--- src/rtl/hor_pkg.sv ---
package hor_pkg;
  typedef enum logic [1:0] {
    LVL_EMPTY = 2'd0,
    LVL_HALF  = 2'd1,
    LVL_FULL  = 2'd2
  } level_e;

  typedef enum logic [1:0] {
    ST_FILL = 2'd0,
    ST_WAIT = 2'd1,
    ST_RUN  = 2'd2
  } state_e;
endpackage

--- src/rtl/hor_frame_buf.sv ---
module hor_frame_buf #(
  parameter int W     = 16,
  parameter int DEPTH = 64,
  localparam int AW   = $clog2(DEPTH)
) (
  input  logic          clk,
  input  logic          we,
  input  logic [AW-1:0] waddr,
  input  logic [W-1:0]  wdata,
  input  logic [AW-1:0] raddr,
  output logic [W-1:0]  rdata
);
  logic [W-1:0] mem [DEPTH];

  // one write port and one registered read port, as a block RAM provides
  always_ff @(posedge clk) begin
    if (we) mem[waddr] <= wdata;
    rdata <= mem[raddr];
  end
endmodule

--- src/rtl/hor_sat_add.sv ---
module hor_sat_add #(
  parameter int W = 16
) (
  input  logic         clk,
  input  logic         rst,
  input  logic         in_valid,
  input  logic [W-1:0] a,
  input  logic [W-1:0] b,
  input  logic         zero_b,
  output logic         out_valid,
  output logic [W-1:0] sum
);
  logic [W-1:0] b_sel;
  logic [W:0]   wide;
  logic [W-1:0] clamped;

  always_comb begin
    b_sel = zero_b ? '0 : b;
    wide  = {a[W-1], a} + {b_sel[W-1], b_sel};
    if (wide[W] != wide[W-1])
      clamped = wide[W] ? {1'b1, {(W-1){1'b0}}} : {1'b0, {(W-1){1'b1}}};
    else
      clamped = wide[W-1:0];
  end

  always_ff @(posedge clk) begin
    if (rst) out_valid <= 1'b0;
    else     out_valid <= in_valid;
    sum <= clamped;
  end
endmodule

--- src/rtl/hor_out_fifo.sv ---
module hor_out_fifo #(
  parameter int W     = 16,
  parameter int DEPTH = 64,
  localparam int PAW  = $clog2(DEPTH),
  localparam int CW   = $clog2(DEPTH + 1)
) (
  input  logic          clk,
  input  logic          rst,
  input  logic          push,
  input  logic [W-1:0]  push_data,
  output logic [CW-1:0] count,
  output logic          out_valid,
  input  logic          out_ready,
  output logic [W-1:0]  out_data
);
  logic [W-1:0]   mem [DEPTH];
  logic [PAW-1:0] wr_ptr, rd_ptr;
  logic           pop;

  assign pop = (count != '0) && (!out_valid || out_ready);

  always_ff @(posedge clk) begin
    if (push) mem[wr_ptr] <= push_data;
    if (pop)  out_data    <= mem[rd_ptr];
  end

  always_ff @(posedge clk) begin
    if (rst) begin
      wr_ptr    <= '0;
      rd_ptr    <= '0;
      count     <= '0;
      out_valid <= 1'b0;
    end else begin
      if (push) wr_ptr <= (wr_ptr == PAW'(DEPTH - 1)) ? '0 : wr_ptr + 1'b1;
      if (pop)  rd_ptr <= (rd_ptr == PAW'(DEPTH - 1)) ? '0 : rd_ptr + 1'b1;
      count <= count + CW'(push) - CW'(pop);
      if (pop)            out_valid <= 1'b1;
      else if (out_ready) out_valid <= 1'b0;
    end
  end
endmodule

--- src/rtl/hor_recombiner.sv ---
module hor_recombiner
  import hor_pkg::*;
#(
  parameter int DATA_W     = 16,
  parameter int FRAME_LEN  = 64,
  parameter int FIFO_DEPTH = 64
) (
  input  logic              clk,
  input  logic              rst,
  input  logic              in_valid,
  output logic              in_ready,
  input  logic              in_tag,
  input  logic              in_last,
  input  logic [DATA_W-1:0] in_data,
  output logic              out_valid,
  input  logic              out_ready,
  output logic [DATA_W-1:0] out_data,
  output logic              err_len
);
  localparam int HALF = FRAME_LEN / 2;
  localparam int AW   = $clog2(FRAME_LEN);
  localparam int HW   = $clog2(HALF);
  localparam int CW   = $clog2(FIFO_DEPTH + 1);

  state_e          state;
  level_e          lvl [2];
  logic [AW-1:0]   wr_idx;
  logic [HW-1:0]   rd_idx;
  logic            cur_tag, newer;
  logic            tag_w, accept, frame_end, frame_ok;
  logic            issue, rd_vld_q, zero_q;
  logic [AW-1:0]   raddr [2];
  logic [DATA_W-1:0] rdata [2];
  logic            sat_vld;
  logic [DATA_W-1:0] sat_sum;
  logic [CW-1:0]   fifo_cnt;
  logic [CW-1:0]   fifo_free;

  assign in_ready  = (state == ST_FILL);
  assign accept    = in_valid && in_ready;
  assign tag_w     = (wr_idx == '0) ? in_tag : cur_tag;
  assign frame_end = accept && (in_last || wr_idx == AW'(FRAME_LEN - 1));
  assign frame_ok  = in_last && (wr_idx == AW'(FRAME_LEN - 1));
  assign issue     = (state == ST_RUN);
  assign fifo_free = CW'(FIFO_DEPTH) - fifo_cnt;

  // two frame stores, one per stream
  for (genvar g = 0; g < 2; g++) begin : g_buf
    assign raddr[g] = (newer == 1'(g)) ? AW'(rd_idx) : AW'(HALF) + AW'(rd_idx);
    hor_frame_buf #(.W(DATA_W), .DEPTH(FRAME_LEN)) buf_i (
      .clk   (clk),
      .we    (accept && (tag_w == 1'(g))),
      .waddr (wr_idx),
      .wdata (in_data),
      .raddr (raddr[g]),
      .rdata (rdata[g])
    );
  end

  always_ff @(posedge clk) begin
    if (rst) begin
      state    <= ST_FILL;
      lvl[0]   <= LVL_EMPTY;
      lvl[1]   <= LVL_EMPTY;
      wr_idx   <= '0;
      rd_idx   <= '0;
      cur_tag  <= 1'b0;
      newer    <= 1'b0;
      err_len  <= 1'b0;
      rd_vld_q <= 1'b0;
      zero_q   <= 1'b0;
    end else begin
      rd_vld_q <= issue;
      zero_q   <= (lvl[~newer] != LVL_HALF);
      case (state)
        ST_FILL: begin
          if (accept) begin
            if (wr_idx == '0) begin
              cur_tag      <= in_tag;
              lvl[in_tag]  <= LVL_EMPTY;
            end
            if (frame_end) begin
              wr_idx <= '0;
              if (frame_ok) begin
                lvl[tag_w] <= LVL_FULL;
                newer      <= tag_w;
                state      <= ST_WAIT;
              end else begin
                lvl[tag_w] <= LVL_EMPTY;
                err_len    <= 1'b1;
              end
            end else begin
              wr_idx <= wr_idx + 1'b1;
            end
          end
        end
        ST_WAIT: begin
          if (fifo_free >= CW'(HALF)) begin
            rd_idx <= '0;
            state  <= ST_RUN;
          end
        end
        ST_RUN: begin
          rd_idx <= rd_idx + 1'b1;
          if (rd_idx == HW'(HALF - 1)) begin
            lvl[newer]  <= LVL_HALF;
            lvl[~newer] <= LVL_EMPTY;
            state       <= ST_FILL;
          end
        end
        default: state <= ST_FILL;
      endcase
    end
  end

  hor_sat_add #(.W(DATA_W)) add_i (
    .clk       (clk),
    .rst       (rst),
    .in_valid  (rd_vld_q),
    .a         (rdata[newer]),
    .b         (rdata[~newer]),
    .zero_b    (zero_q),
    .out_valid (sat_vld),
    .sum       (sat_sum)
  );

  hor_out_fifo #(.W(DATA_W), .DEPTH(FIFO_DEPTH)) fifo_i (
    .clk       (clk),
    .rst       (rst),
    .push      (sat_vld),
    .push_data (sat_sum),
    .count     (fifo_cnt),
    .out_valid (out_valid),
    .out_ready (out_ready),
    .out_data  (out_data)
  );
endmodule

--- config.mk ---
export PLATFORM = sky130hd
export DESIGN_NAME = hor_recombiner
export DESIGN_NICKNAME = d
export VERILOG_FILES = /design/src/rtl/hor_pkg.sv /design/src/rtl/hor_frame_buf.sv /design/src/rtl/hor_sat_add.sv /design/src/rtl/hor_out_fifo.sv /design/src/rtl/hor_recombiner.sv
export SDC_FILE = /design/constraint.sdc
export NUM_CORES = 2
export LEC_CHECK = 0
export BUFFER_PORTS_ARGS = -buffer_cell sky130_fd_sc_hd__buf_2
export CAP_MARGIN = 0
export CORE_AREA = 2 2 557 559
export CTS_CLUSTER_DIAMETER = 120
export DETAILED_ROUTE_END_ITERATION = 12
export DIE_AREA = 0 0 559 561
export GPL_TIMING_DRIVEN = 0
export HOLD_SLACK_MARGIN = 0.1
export REMOVE_ABC_BUFFERS = 1
export SLEW_MARGIN = 20
export SYNTH_ARGS = -nofsm -noshare
export SYNTH_HDL_FRONTEND = slang
export SYNTH_SLANG_ARGS = --single-unit
--- constraint.sdc ---
create_clock -name clk -period 3.6 [get_ports clk]
set_input_delay 0.36 -clock clk [delete_from_list [all_inputs] [get_ports clk]]
set_output_delay 0.36 -clock clk [all_outputs]
set_load 0.02 [all_outputs]
==> impl_metrics.env <==
export IMPL_status="finished clean"
export IMPL_netlist_instances=5226
export IMPL_htreeDepth=5
export IMPL_synth_cell_type_count=61
export IMPL_clock_path_buffers=4
export IMPL_cp_cell_sequence="nor2_1 -> nand2_1 -> or3_2 -> nor2_4"
export IMPL_fmax_mhz=278
export IMPL_hold_slack_ps=412
export IMPL_pin_count=41
export IMPL_layout_min_cycle_time_ps=3590
export IMPL_critPathArrivalTime_ps=4030
export IMPL_path_clk_slew_ps=60
export IMPL_swShare_pct=22.3
export IMPL_worstSkewPairLatency_ps=890
export IMPL_r2r_start="state[1]"
export IMPL_slowest_delay_ps=830
export IMPL_cts_sinks=3179
export IMPL_drt_total_wl_mm=288
export IMPL_synth_area_top_cells="edfxtp_1 76%, mux4_2 18%, dfxtp_1 1.5%"
export IMPL_hold_depth=2
export IMPL_cts_buffers=327
export IMPL_async_reset_ff_share_pct=0
export IMPL_grt_max_degree=101
export IMPL_clockPowerShare_pct=39.6
export IMPL_crit_path_end_kind="flip-flop"
export IMPL_antenna_found_initial=13
export IMPL_setup_violations=0
export IMPL_grt_usage_pct=18.0
export IMPL_cp_startpoint="state[1]"
export IMPL_hold_end="g_buf[0].buf_i.mem[60][13]"
export IMPL_pwr_density_cell_nw_per_um2=567
export IMPL_switchingPower_mw=18.2
export IMPL_synth_yosys_seq_area_share_pct=77.2
export IMPL_startpoint_type="flip-flop"
export IMPL_hp_start="in_data[13]"
export IMPL_grt_pass1_wl_mm=413
export IMPL_gp_congestion=0.762
export IMPL_ant_nets=0
export IMPL_grt_pass1_vias=57200
export IMPL_synth_edf_count=3090
export IMPL_yosysTopAreaCell="edfxtp_1"
export IMPL_fin_crit_sh_pct=99.8
export IMPL_initial_utilization_pct=39.8
export IMPL_ys_ff_latch=3179
export IMPL_seqPwrFrac_pct=51.5
export IMPL_rows=204
export IMPL_maxCapViolCount=0
export IMPL_utilization_pct=46.9
export IMPL_crit_family="simple AND/OR/NAND/NOR gates"
export IMPL_drive_above_1_share_pct=35.1
export IMPL_port_buffers=40
export IMPL_viasPerCell=5.63
export IMPL_r2r_slack_ps=9
export IMPL_use_met2_pct=29.7
export IMPL_critPathMaxFanout=19
export IMPL_crit_buf_inv=0
export IMPL_netlist_area_um2=122000
export IMPL_overflow=0
export IMPL_grtUsageMet3_pct=2.31
export IMPL_synth_top_cell_area_share_pct=75.8
export IMPL_combPwrFrac_pct=8.9
export IMPL_yosys_cell_count_top_type="edfxtp_1"
export IMPL_ys_warn_count=0
export IMPL_totalNegativeSetupSlack_ps=0
export IMPL_crit_type="reg -> reg"
export IMPL_worstHoldPathType="in -> reg"
export IMPL_die_y_um=561
export IMPL_slew_headroom_pct=23.0
export IMPL_hold_violations=0
export IMPL_grt_busiest_layer="met2"
export IMPL_cellLeakagePower_nw=42.8
export IMPL_vias=56200
export IMPL_ff2ff_path_depth=4
export IMPL_finalPower_mw=81.8
export IMPL_die_area_um2=314000
export IMPL_drcViolationCount=0
export IMPL_drtPass1Iterations=6
export IMPL_dp_cells=9216
export IMPL_stdcell_count=9993
export IMPL_syn2layout_area_growth_pct=17.8
export IMPL_grtUsageMet1_pct=25.6
export IMPL_ir_drop_mv=0.426
export IMPL_hpwl_mm=163
export IMPL_fill_cells=24700
export IMPL_internal_power_mw=63.6
export IMPL_root_buffer="clkbuf_16"
export IMPL_wire_per_inst_um=28.8
export IMPL_drtIter0Drc=6233
export IMPL_clock_skew_ps=78.8
export IMPL_synth_ff_type="edfxtp_1"
export IMPL_r2r_end="g_buf[1].buf_i.mem[1][14]"
export IMPL_core_um2=308000
export IMPL_worstMarginPinSlew_ps=1150
export IMPL_drv_slew=0
export IMPL_cts_tree="done"
export IMPL_synthTopCellsByCount="3,090 x edfxtp_1, 981 x mux4_2, 270 x nor2_1"
export IMPL_required_ps=4040
export IMPL_nets=5672
export IMPL_die_w_um=559
export IMPL_syn_mean_instance_area_um2=23.4
export IMPL_worst_path_max_delay_cell="or3_2"
logic make-up after synthesis:
| kind of cell | count (synthesis) | share of synthesized area, % |
|---|---|---|
| xor gates and xnor gates | 34 | 0.243 |
| muxes | 1056 | 18.7 |
| DFF | 3179 | 77.2 |
| and+or+nand+nor | 456 | 1.62 |
| AOI/OAI and AO/OA | 153 | 0.794 |
| buffers and inverters | 313 | 1.05 |
| adders and majority gates | 35 | 0.370 |
registers in the layout, indices dropped and copies added, names as in the netlist:
name / cells
g_buf.buf_i.mem: 2048
fifo_i.mem: 1024
g_buf.buf_i.rdata: 32
add_i.sum: 16
fifo_i.out_data: 16
fifo_i.count: 7
fifo_i.rd_ptr: 6
fifo_i.wr_ptr: 6
wr_idx: 6
rd_idx: 5
lvl: 4
state: 2
add_i.out_valid: 1
cur_tag: 1
err_len: 1
fifo_i.out_valid: 1
newer: 1
rd_vld_q: 1
zero_q: 1
per-stage QoR:
step           setup WS, ps  area (µm²)
6_report               8.93      144000
4_1_cts                -241      143000
2_1_floorplan        -19440      121000
3_3_place_gp         -31740      127000
5_1_grt               -82.7      144000
3_5_place_dp          -1160      131000
what timing repair did:
action / in CTS / in global routing
gates resized for setup: 52 / 11
hold buffers: 22 / 0
buffers inserted: 102 / 63
hold endpoints to repair: 825 / 0
gates cloned: 0 / 2
setup endpoints to repair: 2035 / 1197
pin swaps: 77 / 40
how the worst max path moves through the flow:
stage                                 end  depth (start not counted)
3_3_place_gp     g_buf[1].buf_i.rdata[11]                          4
6_report        g_buf[1].buf_i.mem[1][14]                          4
3_5_place_dp   g_buf[0].buf_i.mem[48][10]                          8
4_1_cts          g_buf[1].buf_i.rdata[15]                          6
2_1_floorplan    g_buf[1].buf_i.rdata[10]                          5
5_1_grt         g_buf[1].buf_i.mem[1][11]                          4
area by class of cell:
cell class | count | area [µm²] | share of cell area, %
sequential | 3179 | 94600 | 65.6
multi-input combinational | 1736 | 28200 | 19.6
clock inverter | 142 | 1170 | 0.811
timing repair buffer | 352 | 5980 | 4.15
tap | 4120 | 5150 | 3.57
inverter | 19 | 75.1 | 0.0520
clock buffer | 438 | 8990 | 6.23
antenna | 7 | 17.5 | 0.0121
layout by cell type, fill, tap and decap left out, drive strengths merged, types with 11 or more instances in the layout:
cell type,Yosys,final
xnor2,15,15
clkinv,1,114
nor2b,17,18
nand3,19,19
mux2,32,32
mux2i,43,43
clkbuf,153,438
bufinv,0,15
edfxtp,3090,3090
inv,18,26
mux4,981,981
buf,141,330
ha,33,33
a211oi,16,16
or3,18,18
xor2,19,19
nand2,74,74
dlygate4sd3,0,22
o21ai,34,34
nor2,270,270
nor3,11,11
dfxtp,89,89
a21oi,49,49
power by group through the flow:
stage	sequential, mW	combinational, mW	clock (mW)
final	42.2	7.28	32.4
after global routing	42.2	7.80	34.3
after CTS	42.2	7.32	32.9
after detailed placement	43.0	7.22	0
after global placement	43.5	3.87	0
after floorplan	43.2	3.43	0
layer usage:
layer  vias to the layer above  wire length (µm)
li1                      23100                 -
met1                     30700            121000
met2                      2012            142000
met3                       459             17800
met4                         2              7200
met5                         -                13
Power figures use the tool's default switching activity.
